$ cat src/rtl/irq_cpu_pkg.sv
// Shared constants and types for the per-CPU interrupt interface.
// Assumes IDs are 10 bits wide, with 1023 reserved as the "none" value.
package irq_cpu_pkg;
    localparam int ID_W = 10;
    localparam logic [ID_W-1:0] NO_ID = 10'd1023;
    localparam logic [8:0] IDLE_PRIO = 9'h100;

    localparam logic [7:0] OFF_CTRL = 8'h00;
    localparam logic [7:0] OFF_MASK = 8'h04;
    localparam logic [7:0] OFF_ACK  = 8'h0C;
    localparam logic [7:0] OFF_EOI  = 8'h10;
    localparam logic [7:0] OFF_RUN  = 8'h14;
    localparam logic [7:0] OFF_HP   = 8'h18;

    typedef enum logic [1:0] {
        WK_IDLE = 2'd0,
        WK_WALK = 2'd1,
        WK_DONE = 2'd2
    } walk_state_e;
endpackage

$ cat src/rtl/irq_link_table.sv
// Link storage for the preemption chain: one ID-wide entry per interrupt.
// Assumes the caller never writes while another writer is active.
// Out-of-range read indices return NO_ID.
module irq_link_table
    import irq_cpu_pkg::*;
#(
    parameter int NIRQ = 32
) (
    input  logic            clk,
    input  logic            rst_n,
    input  logic            wr_en,
    input  logic [ID_W-1:0] wr_idx,
    input  logic [ID_W-1:0] wr_val,
    input  logic [ID_W-1:0] rd_a_idx,
    output logic [ID_W-1:0] rd_a,
    input  logic [ID_W-1:0] rd_b_idx,
    output logic [ID_W-1:0] rd_b
);
    localparam int IDX_W = (NIRQ > 1) ? $clog2(NIRQ) : 1;

    logic [ID_W-1:0] links [NIRQ];

    // Purpose: reset every link to NO_ID and store a link on request.
    always_ff @(posedge clk) begin
        if (!rst_n) begin
            for (int i = 0; i < NIRQ; i++) links[i] <= NO_ID;
        end else if (wr_en && (wr_idx < ID_W'(NIRQ))) begin
            links[wr_idx[IDX_W-1:0]] <= wr_val;
        end
    end

    // Purpose: two asynchronous read ports with a range guard.
    always_comb begin
        rd_a = (rd_a_idx < ID_W'(NIRQ)) ? links[rd_a_idx[IDX_W-1:0]] : NO_ID;
        rd_b = (rd_b_idx < ID_W'(NIRQ)) ? links[rd_b_idx[IDX_W-1:0]] : NO_ID;
    end
endmodule

$ cat src/rtl/irq_chain_walker.sv
// Multi-cycle unlink of a completed, non-running ID from the preemption
// chain. It visits one link per cycle, starting at the running ID.
// Assumes the link table is not written by anyone else while busy.
// A step bound ends the walk even if the chain is corrupt.
module irq_chain_walker
    import irq_cpu_pkg::*;
#(
    parameter int NIRQ = 32
) (
    input  logic            clk,
    input  logic            rst_n,
    input  logic            start,
    input  logic [ID_W-1:0] start_id,
    input  logic [ID_W-1:0] target_id,
    input  logic [ID_W-1:0] link_cur,
    input  logic [ID_W-1:0] link_tgt,
    output logic [ID_W-1:0] cur_idx,
    output logic [ID_W-1:0] tgt_idx,
    output logic            wr_en,
    output logic [ID_W-1:0] wr_idx,
    output logic [ID_W-1:0] wr_val,
    output logic            busy
);
    localparam int CNT_W = $clog2(NIRQ + 1);

    walk_state_e     state;
    logic [ID_W-1:0] cur;
    logic [ID_W-1:0] tgt;
    logic [CNT_W-1:0] steps;
    logic            at_end;
    logic            found;

    // Purpose: classify the link being visited this cycle.
    always_comb begin
        at_end = (link_cur == NO_ID) || (steps == CNT_W'(NIRQ - 1));
        found  = (link_cur != NO_ID) && (link_cur == tgt);
    end

    // Purpose: IDLE -> WALK -> DONE sequencing and the cursor advance.
    always_ff @(posedge clk) begin
        if (!rst_n) begin
            state <= WK_IDLE;
            cur   <= NO_ID;
            tgt   <= NO_ID;
            steps <= '0;
        end else begin
            case (state)
                WK_IDLE: if (start) begin
                    cur   <= start_id;
                    tgt   <= target_id;
                    steps <= '0;
                    state <= WK_WALK;
                end
                WK_WALK: begin
                    if (found || at_end) begin
                        state <= WK_DONE;
                    end else begin
                        cur   <= link_cur;
                        steps <= steps + 1'b1;
                    end
                end
                default: state <= WK_IDLE;
            endcase
        end
    end

    // Purpose: splice write, link[cur] <= link[target], when the target is found.
    always_comb begin
        wr_en   = (state == WK_WALK) && found;
        wr_idx  = cur;
        wr_val  = link_tgt;
        cur_idx = cur;
        tgt_idx = tgt;
        busy    = (state != WK_IDLE);
    end
endmodule

$ cat src/rtl/irq_pend_qual.sv
// Qualifies the candidate from the priority selector against the interface
// enable, the priority mask and the running priority.
// Assumes a lower priority value is more urgent.
module irq_pend_qual
    import irq_cpu_pkg::*;
#(
    parameter int PRIO_W = 8
) (
    input  logic              cpu_en,
    input  logic              best_valid,
    input  logic [ID_W-1:0]   best_id,
    input  logic [PRIO_W-1:0] best_prio,
    input  logic [PRIO_W-1:0] prio_mask,
    input  logic [PRIO_W:0]   run_prio,
    output logic [ID_W-1:0]   hp_id,
    output logic              can_ack
);
    logic under_mask;

    // Purpose: highest-pending ID and the strict preemption test.
    always_comb begin
        under_mask = cpu_en && best_valid && (best_prio <= prio_mask);
        hp_id      = under_mask ? best_id : NO_ID;
        can_ack    = under_mask && ({1'b0, best_prio} < run_prio);
    end
endmodule

$ cat src/rtl/irq_cpu_port.sv
// Per-CPU interrupt interface. It holds the register bus, the acknowledge
// and completion logic, the running-interrupt state and the preemption chain.
// Assumes best_id < NIRQ whenever best_valid is high, and that src_* reflect
// the current source state.
module irq_cpu_port
    import irq_cpu_pkg::*;
#(
    parameter int NIRQ   = 32,
    parameter int PRIO_W = 8,
    parameter int ADDR_W = 8
) (
    input  logic                   clk,
    input  logic                   rst_n,
    input  logic                   bus_sel,
    input  logic                   bus_wr,
    input  logic [ADDR_W-1:0]      bus_addr,
    input  logic [31:0]            bus_wdata,
    output logic [31:0]            bus_rdata,
    output logic                   bus_rvalid,
    output logic                   bus_busy,
    input  logic                   best_valid,
    input  logic [9:0]             best_id,
    input  logic [PRIO_W-1:0]      best_prio,
    input  logic [NIRQ-1:0]        src_enabled,
    input  logic [NIRQ-1:0]        src_raised,
    input  logic [NIRQ-1:0]        src_edge,
    input  logic [NIRQ-1:0]        src_to_me,
    input  logic [NIRQ-1:0]        src_all_cpu,
    input  logic [NIRQ*PRIO_W-1:0] src_prio,
    output logic                   irq_out,
    output logic                   pend_clr_valid,
    output logic [9:0]             pend_clr_id,
    output logic                   pend_clr_all,
    output logic                   pend_set_valid,
    output logic [9:0]             pend_set_id
);
    localparam int IDX_W = (NIRQ > 1) ? $clog2(NIRQ) : 1;
    localparam logic [PRIO_W:0] NONE_PRIO = (PRIO_W + 1)'(1) << PRIO_W;

    logic              cpu_en;
    logic [PRIO_W-1:0] prio_mask;
    logic [ID_W-1:0]   run_id;
    logic [PRIO_W:0]   run_prio;

    logic [ID_W-1:0]   hp_id;
    logic              can_ack;
    logic              accept, rd_acc, wr_acc;
    logic              ack_go, eoi_live, eoi_hit, walk_start, repend;
    logic [ID_W-1:0]   eoi_id;
    logic [ADDR_W-1:0] a;

    logic [ID_W-1:0]   lk_a_idx, lk_a, lk_b, wk_cur, wk_tgt;
    logic              wk_wr_en, lk_wr_en;
    logic [ID_W-1:0]   wk_wr_idx, wk_wr_val, lk_wr_idx, lk_wr_val;
    logic [PRIO_W:0]   restore_prio;
    logic [31:0]       rd_mux;

    irq_pend_qual #(.PRIO_W(PRIO_W)) u_qual (
        .cpu_en(cpu_en), .best_valid(best_valid), .best_id(best_id),
        .best_prio(best_prio), .prio_mask(prio_mask), .run_prio(run_prio),
        .hp_id(hp_id), .can_ack(can_ack)
    );

    irq_chain_walker #(.NIRQ(NIRQ)) u_walk (
        .clk(clk), .rst_n(rst_n), .start(walk_start), .start_id(run_id),
        .target_id(eoi_id), .link_cur(lk_a), .link_tgt(lk_b),
        .cur_idx(wk_cur), .tgt_idx(wk_tgt), .wr_en(wk_wr_en),
        .wr_idx(wk_wr_idx), .wr_val(wk_wr_val), .busy(bus_busy)
    );

    irq_link_table #(.NIRQ(NIRQ)) u_links (
        .clk(clk), .rst_n(rst_n), .wr_en(lk_wr_en), .wr_idx(lk_wr_idx),
        .wr_val(lk_wr_val), .rd_a_idx(lk_a_idx), .rd_a(lk_a),
        .rd_b_idx(wk_tgt), .rd_b(lk_b)
    );

    // Purpose: decode accepted accesses into acknowledge and completion events.
    always_comb begin
        a          = bus_addr;
        accept     = bus_sel && !bus_busy;
        rd_acc     = accept && !bus_wr;
        wr_acc     = accept && bus_wr;
        eoi_id     = bus_wdata[ID_W-1:0];
        ack_go     = rd_acc && (a == ADDR_W'(OFF_ACK)) && can_ack;
        eoi_live   = wr_acc && (a == ADDR_W'(OFF_EOI)) && (run_id != NO_ID);
        eoi_hit    = eoi_live && (eoi_id == run_id);
        walk_start = eoi_live && !eoi_hit;
        repend     = eoi_live && (eoi_id < ID_W'(NIRQ))
                     && !src_edge[eoi_id[IDX_W-1:0]]
                     && src_enabled[eoi_id[IDX_W-1:0]]
                     && src_raised[eoi_id[IDX_W-1:0]]
                     && src_to_me[eoi_id[IDX_W-1:0]];
    end

    // Purpose: share the link table between the acknowledge push and the walker.
    always_comb begin
        lk_a_idx  = bus_busy ? wk_cur : run_id;
        lk_wr_en  = ack_go || wk_wr_en;
        lk_wr_idx = ack_go ? best_id : wk_wr_idx;
        lk_wr_val = ack_go ? run_id  : wk_wr_val;
    end

    // Purpose: current priority of the ID that a completion restores.
    always_comb begin
        if (lk_a < ID_W'(NIRQ))
            restore_prio = {1'b0, src_prio[lk_a[IDX_W-1:0]*PRIO_W +: PRIO_W]};
        else
            restore_prio = NONE_PRIO;
    end

    // Purpose: read data selection; acknowledge returns NO_ID when it fails.
    always_comb begin
        case (a)
            ADDR_W'(OFF_CTRL): rd_mux = 32'(cpu_en);
            ADDR_W'(OFF_MASK): rd_mux = 32'(prio_mask);
            ADDR_W'(OFF_ACK):  rd_mux = 32'(can_ack ? best_id : NO_ID);
            ADDR_W'(OFF_RUN):  rd_mux = 32'(run_prio);
            ADDR_W'(OFF_HP):   rd_mux = 32'(hp_id);
            default:           rd_mux = 32'd0;
        endcase
    end

    // Purpose: control and mask registers.
    always_ff @(posedge clk) begin
        if (!rst_n) begin
            cpu_en    <= 1'b0;
            prio_mask <= PRIO_W'(8'hF0);
        end else if (wr_acc) begin
            if (a == ADDR_W'(OFF_CTRL)) cpu_en    <= bus_wdata[0];
            if (a == ADDR_W'(OFF_MASK)) prio_mask <= bus_wdata[PRIO_W-1:0];
        end
    end

    // Purpose: running ID and priority, pushed on acknowledge and popped on completion.
    always_ff @(posedge clk) begin
        if (!rst_n) begin
            run_id   <= NO_ID;
            run_prio <= NONE_PRIO;
        end else if (ack_go) begin
            run_id   <= best_id;
            run_prio <= {1'b0, best_prio};
        end else if (eoi_hit) begin
            run_id   <= lk_a;
            run_prio <= restore_prio;
        end
    end

    // Purpose: registered read response and one-cycle requests to the source store.
    always_ff @(posedge clk) begin
        if (!rst_n) begin
            bus_rvalid     <= 1'b0;
            bus_rdata      <= 32'd0;
            pend_clr_valid <= 1'b0;
            pend_clr_id    <= NO_ID;
            pend_clr_all   <= 1'b0;
            pend_set_valid <= 1'b0;
            pend_set_id    <= NO_ID;
        end else begin
            bus_rvalid     <= rd_acc;
            bus_rdata      <= rd_acc ? rd_mux : 32'd0;
            pend_clr_valid <= ack_go;
            pend_clr_id    <= ack_go ? best_id : NO_ID;
            pend_clr_all   <= ack_go && src_all_cpu[best_id[IDX_W-1:0]];
            pend_set_valid <= repend;
            pend_set_id    <= repend ? eoi_id : NO_ID;
        end
    end

    // Purpose: interrupt request line to the CPU.
    always_comb irq_out = can_ack;
endmodule

$ cat config.mk
export PLATFORM = sky130hd
export DESIGN_NAME = irq_cpu_port
export DESIGN_NICKNAME = d
export VERILOG_FILES = /design/src/rtl/irq_cpu_pkg.sv /design/src/rtl/irq_link_table.sv /design/src/rtl/irq_chain_walker.sv /design/src/rtl/irq_pend_qual.sv /design/src/rtl/irq_cpu_port.sv
export SDC_FILE = /design/constraint.sdc
export NUM_CORES = 1
export LEC_CHECK = 0
export BUFFER_PORTS_ARGS = -buffer_cell sky130_fd_sc_hd__buf_2
export CORE_MARGIN = 3
export CORE_UTILIZATION = 45
export CTS_CLUSTER_SIZE = 12
export DETAILED_ROUTE_END_ITERATION = 10
export PLACE_DENSITY = 0.66
export REMOVE_ABC_BUFFERS = 1
export SLEW_MARGIN = 15
export SYNTH_ARGS = -nofsm -noshare
export SYNTH_HDL_FRONTEND = slang
export SYNTH_SLANG_ARGS = --single-unit
export TNS_END_PERCENT = 1
$ cat constraint.sdc
create_clock -name clk -period 5.55 [get_ports clk]
set_input_delay 0.555 -clock clk [delete_from_list [all_inputs] [get_ports clk]]
set_output_delay 0.555 -clock clk [all_outputs]
set_load 0.05 [all_outputs]
## After elaboration in Yosys (flattened, before gate mapping)

Memories as Yosys holds them, arrays and structs flattened. A register that Yosys moved wholly into a read port is not among the register bits.
Index checks and enable logic that the tools add are counted.

| storage, ports and cells | value |
|---|---|
| register bits | 112 |
| memory bits (writable) | 320 |
| output and inout port bits | 58 |
| word-level logic and storage cells | 125 |
| memories kept | 1 |

Memory list:

| name | words | bits a word | rd ports | clocked after memory_dff | wr ports | line | RTL |
|---|---|---|---|---|---|---|---|
| u_links.links | 32 | 10 | 2 | 1 | 32 | irq_link_table.sv:21 | `logic [ID_W-1:0] links [NIRQ];` |

| operators by class | value |
|---|---|
| $add $sub $neg | 1 |
| magnitude comparators | 9 |
| equal/unequal tests | 15 |
| shift-type cells | 1 |
| multiplexer cells | 41 |
| reduce and logical (&&, ||, !) cells | 42 |

Operators by type and width:

| kind | count |
|---|---|
| variable part select 256 x 9 -> 8 bit | 1 |
| two-way mux 10 bit | 12 |
| less-than comparator 10 x 6 -> 1 bit, second input constant | 5 |
| case mux 10 bit (5 select lines) | 1 |
| two-way mux 9 bit | 3 |
| binary-select mux 1 bit (select 5 bit) | 5 |
| equality test 8 x 5 -> 1 bit, second input constant | 3 |
| logical AND 1 bit | 21 |
| equality test 10 bit | 2 |
| inequality test 10 bit, second input constant | 2 |
| case mux 10 bit (2 select lines) | 1 |
| two-way mux 5 bit | 3 |
| AND reduction 2 bit | 7 |
| less-than comparator 5 x 6 -> 1 bit, second input constant | 2 |
| two-way mux 6 bit | 2 |
| case mux 6 bit (2 select lines) | 1 |
| equality test 10 bit, second input constant | 1 |
| two-way mux 1 bit | 10 |
| OR reduction 10 bit | 1 |
| less-than comparator 8 x 9 -> 1 bit | 1 |
| equality test 8 x 3 -> 1 bit, second input constant | 1 |
| equality test 8 x 4 -> 1 bit, second input constant | 1 |
| <= comparator 8 bit | 1 |
| logical NOT 8 bit | 1 |
| other kinds (12) | 21 |

## Longest topological paths before layout

| depth | value |
|---|---|
| depth after elaboration | 14 |
| depth in mapped cells | 18 |
| gate-level depth less buffers | 13 |

## Hierarchy

A second synthesis with hierarchy kept.

| second synthesis, totals | value |
|---|---|
| cells, all modules | 2,256 |
| area, all modules | 26,052.5 µm² |

By module, submodules not included:

| module | times used | cells each | area an instance (µm²) | seq. area each (µm²) |
|---|---|---|---|---|
| irq_link_table | 1 | 1,410 | 17,933.4 | 9,609.2 |
| irq_cpu_port | 1 | 597 | 6,034.5 | 1,241.2 |
| irq_chain_walker | 1 | 184 | 1,622.8 | 560.5 |
| irq_pend_qual | 1 | 65 | 461.7 | 0.0 |

## Least setup slack after synthesis

Ideal clock, no wire load.

| timing | value |
|---|---|
| kind | input-to-reg |
| from | in best_prio[1] |
| to | mem u_links.links[24][0], enable pin |
| setup time | 0.391 ns |
| data arrival time | 4.085 ns |
| data required time | 5.159 ns |
| path slack | 1.074 ns |
| cell stages on the path | 12 |
| path buffers | 2 |
| cell sequence | ha_1 -> a21o_1 -> a21o_1 -> a21o_1 -> a21o_1 -> a21o_1 -> a211o_1 -> a211oi_2 -> clkbuf_1 -> mux2i_1 -> clkbuf_1 -> o21ai_0 |

RTL lines:

| what | line | RTL |
|---|---|---|
| start: declaration | irq_cpu_port.sv:23 | `input logic [PRIO_W-1:0] best_prio,` |
| end: declaration | irq_link_table.sv:21 |  |

==> results.ini <==
[run_status]
status=complete, no violations

[sta]
grt_setup_unrepaired=no
period_needed_ns=5.29
period_share_pct=95.3
final.setup_skew_ns=0.0302
final_hold_viol_count=0
whs_ns=0.218
fin_tns_setup_ns=0
slew_violations=0
finalSetupViolCount=0
slew_headroom_pct=26.4
tightest_slew_ns=1.07
max_freq_ghz=0.189

[drt]
drt_first_iter_violations=3578
post_drt_wl_per_cell_um=30.4
vias=25700
vias_per_cell=6.55
antenna_left=0
first_pass_iters=8
routed_wl_um=119000
drcViolationCount=0

[clock_tree]
cts-root-buf=clkbuf_16
cts.sinks=415
cts_buffers=47
clk_latency_ns=0.62
path_clk_slew_ns=0.06
cts_tree=built
htreeDepth=2
cts_hold_buf=0
cts_buffer_depth=3

[die]
die_area_sq_mm=0.0636
die_w_um=252
coreArea_sq_mm=0.0595
initial_core_util_pct=45.8
ios=537
row_count=89
die_h_um=252

[cells_and_area]
final_cell_mix=buf_2 (492), nand2_1 (408), edfxtp_1 (320), mux2i_1 (254), nor2_1 (186)
multi_input_area_sq_mm=0.0145
layoutNonFillerInstCount=3921
seq_area_sq_mm=0.0115
drive_gt1_share_pct=31.3
fin_nets=3597
syn_to_final_growth_pct=21.1
final_common_cell=buf_2
nFillCells=5170

[logic_synthesis]
synth_mux_area_share_pct=22.0
ys_seq_elements=415
synth_fa_ha_area_share_pct=0.734
synth_compound_area_share_pct=13.9
synth_edf_count=320
synthArstFlopShare_pct=0
synth-xor-area-share_pct=0.514
synth_cells=2601
yosysSeqAreaShare_pct=42.2
synthFlopType=edfxtp_1
synth_top_family_by_area=multiplexers
syn-cell-area_sq_mm=0.0273
yosysWarnings=0
yosysUniqueCellTypes=84
synth_simple_gate_area_share_pct=15.6
synth_area_per_cell_sq_um=10.5

[power]
ir_drop_v=0.000204
power_density_mw_per_mm2=210
power_uw=6930
p_leak_uw=0.0126

[placed_design]
dp_hpwl_um=87500
dp_cells=3826
port_buffers=492
gp_congestion=0.977

[worst_setup_path]
r2r-start=u_walk.state[1]
rrSetupSlack_ns=0.26
critPathLaunchType=flop
critPathRequiredTime_ns=5.84
crit_start=u_walk.state[1]
critPathMaxFanout=16
worstSetupEndpoint=u_links.links[6][1]
cp.arrival_ns=5.58
r2r-end=u_links.links[6][1]
cp-end-kind=flop
crit_type=reg2reg
reg2reg_depth=13

[grt]
grtUsageMet3_pct=8.62
grt_busiest_layer=met2
grt_pass1_vias=24793
grt_max_degree=87
gr-usage-met2_pct=56.8
overflow=0
met1_usage_pct=49.9
grt_pass1_wl_um=170000
antenna_found_initial=14
grt_use_total_pct=36.5

[worst_hold_path]
hold_path.class=in2reg

[job]
drv_cap=0

[worst max-delay path, cell delays in order (launching register included)]
cell and delay [ns]:
dfxtp_1 0.47, nor2_4 0.45, o21a_1 0.50, buf_4 0.39, o32ai_1 0.13, o21ai_1 0.42, nand4_2 0.37, o21ai_0 0.28
a32oi_1 0.14, a32o_1 0.28, or3_1 0.42, o22a_1 0.44, o21ai_0 0.35, buf_4 0.30
[synthesized netlist by cell type (52+ instances only)]
| master | number | share of area [%] |
|---|---|---|
| nand2_1 | 408 | 5.6 |
| edfxtp_1 | 320 | 35 |
| mux2i_1 | 254 | 9.3 |
| nor2_1 | 186 | 2.6 |
| mux4_2 | 124 | 10 |
| buf_2 | 100 | 1.8 |
| dfxtp_1 | 95 | 7.0 |
| clkbuf_1 | 94 | 1.3 |
| a21oi_1 | 85 | 1.6 |
| o211ai_1 | 80 | 2.2 |
| o21ai_0 | 78 | 1.4 |
| nor3_1 | 63 | 1.2 |
| mux2_2 | 58 | 2.4 |
| a211oi_1 | 52 | 1.4 |
[routing by layer]
layer / vias up / wire length [um]
li1: 10903 / -
met2: 1859 / 53600
met5: - / 47
met1: 12655 / 46500
met4: 8 / 5060
met3: 275 / 14100
[kinds of logic after synthesis]
| family | Yosys count |
|---|---|
| multiplexers | 436 |
| flip-flops | 415 |
| buffers and inverters | 283 |
| AND/OR/NAND/NOR | 909 |
| XOR/XNOR | 16 |
| other | 1 |
| adder cells (fa/ha/maj) | 16 |
| AO/OA/AOI/OAI | 525 |
[flip-flops by register name (all words and copies together) (netlist names), named ones only]
name and cells:
pend_clr_id 10, u_links.links 320, pend_clr_all 1, pend_set_valid 1
run_prio 9, pend_set_id 10, prio_mask 8, pend_clr_valid 1
u_walk.cur_idx 10, bus_rdata 10, bus_rvalid 1, run_id 10
u_walk.state 2, cpu_en 1, u_walk.tgt_idx 10, u_walk.steps 6
[power breakdown]
group / internal (uW) / total [uW] / leakage [uW] / switching, uW
clock: 1700 / 3040 / 0.000731 / 1330
combinational: 227 / 529 / 0.00872 / 302
sequential: 3350 / 3360 / 0.00311 / 13.9
total: 5280 / 6930 / 0.0126 / 1650
[repair_timing]
| action | in CTS | in global routing |
|---|---|---|
| endpoints found under the setup margin | 0 | 169 |
| setup buffers | 0 | 0 |
| gates resized for setup | 0 | 3 |
[cell type report]
type | instances | share of cell area (%)
Tap cell | 773 | 2.93
Multi-Input combinational cell | 1924 | 44.0
Clock buffer | 67 | 4.11
Timing Repair Buffer | 686 | 13.2
Clock inverter | 21 | 0.421
Sequential cell | 415 | 34.9
Antenna cell | 7 | 0.0531
Inverter | 28 | 0.318
[stage by stage]
step | utilization, % | worst slack (ns) | area, sq um
floorplan | - | -4.53 | 26100
global placement | 52.9 | 0.406 | 31500
detailed placement | 52.9 | 0.289 | 31500
CTS | 55.5 | 0.262 | 33000
global route | 55.5 | 0.0495 | 33000
finish | 55.5 | 0.262 | 33000
[worst min path at each step]
stage / startpoint / endpoint / slack, ns / cells after the start
floorplan: cpu_en / cpu_en / 0.45 / 2
global placement: u_walk.cur_idx[6] / u_walk.cur_idx[6] / 0.47 / 2
detailed placement: u_walk.cur_idx[5] / u_walk.cur_idx[5] / 0.47 / 2
CTS: best_id[7] / pend_clr_id[7] / 0.20 / 2
global route: bus_wr / bus_rvalid / 0.22 / 2
finish: best_id[7] / pend_clr_id[7] / 0.22 / 2
Note: power is estimated with default switching activity, not from simulation.
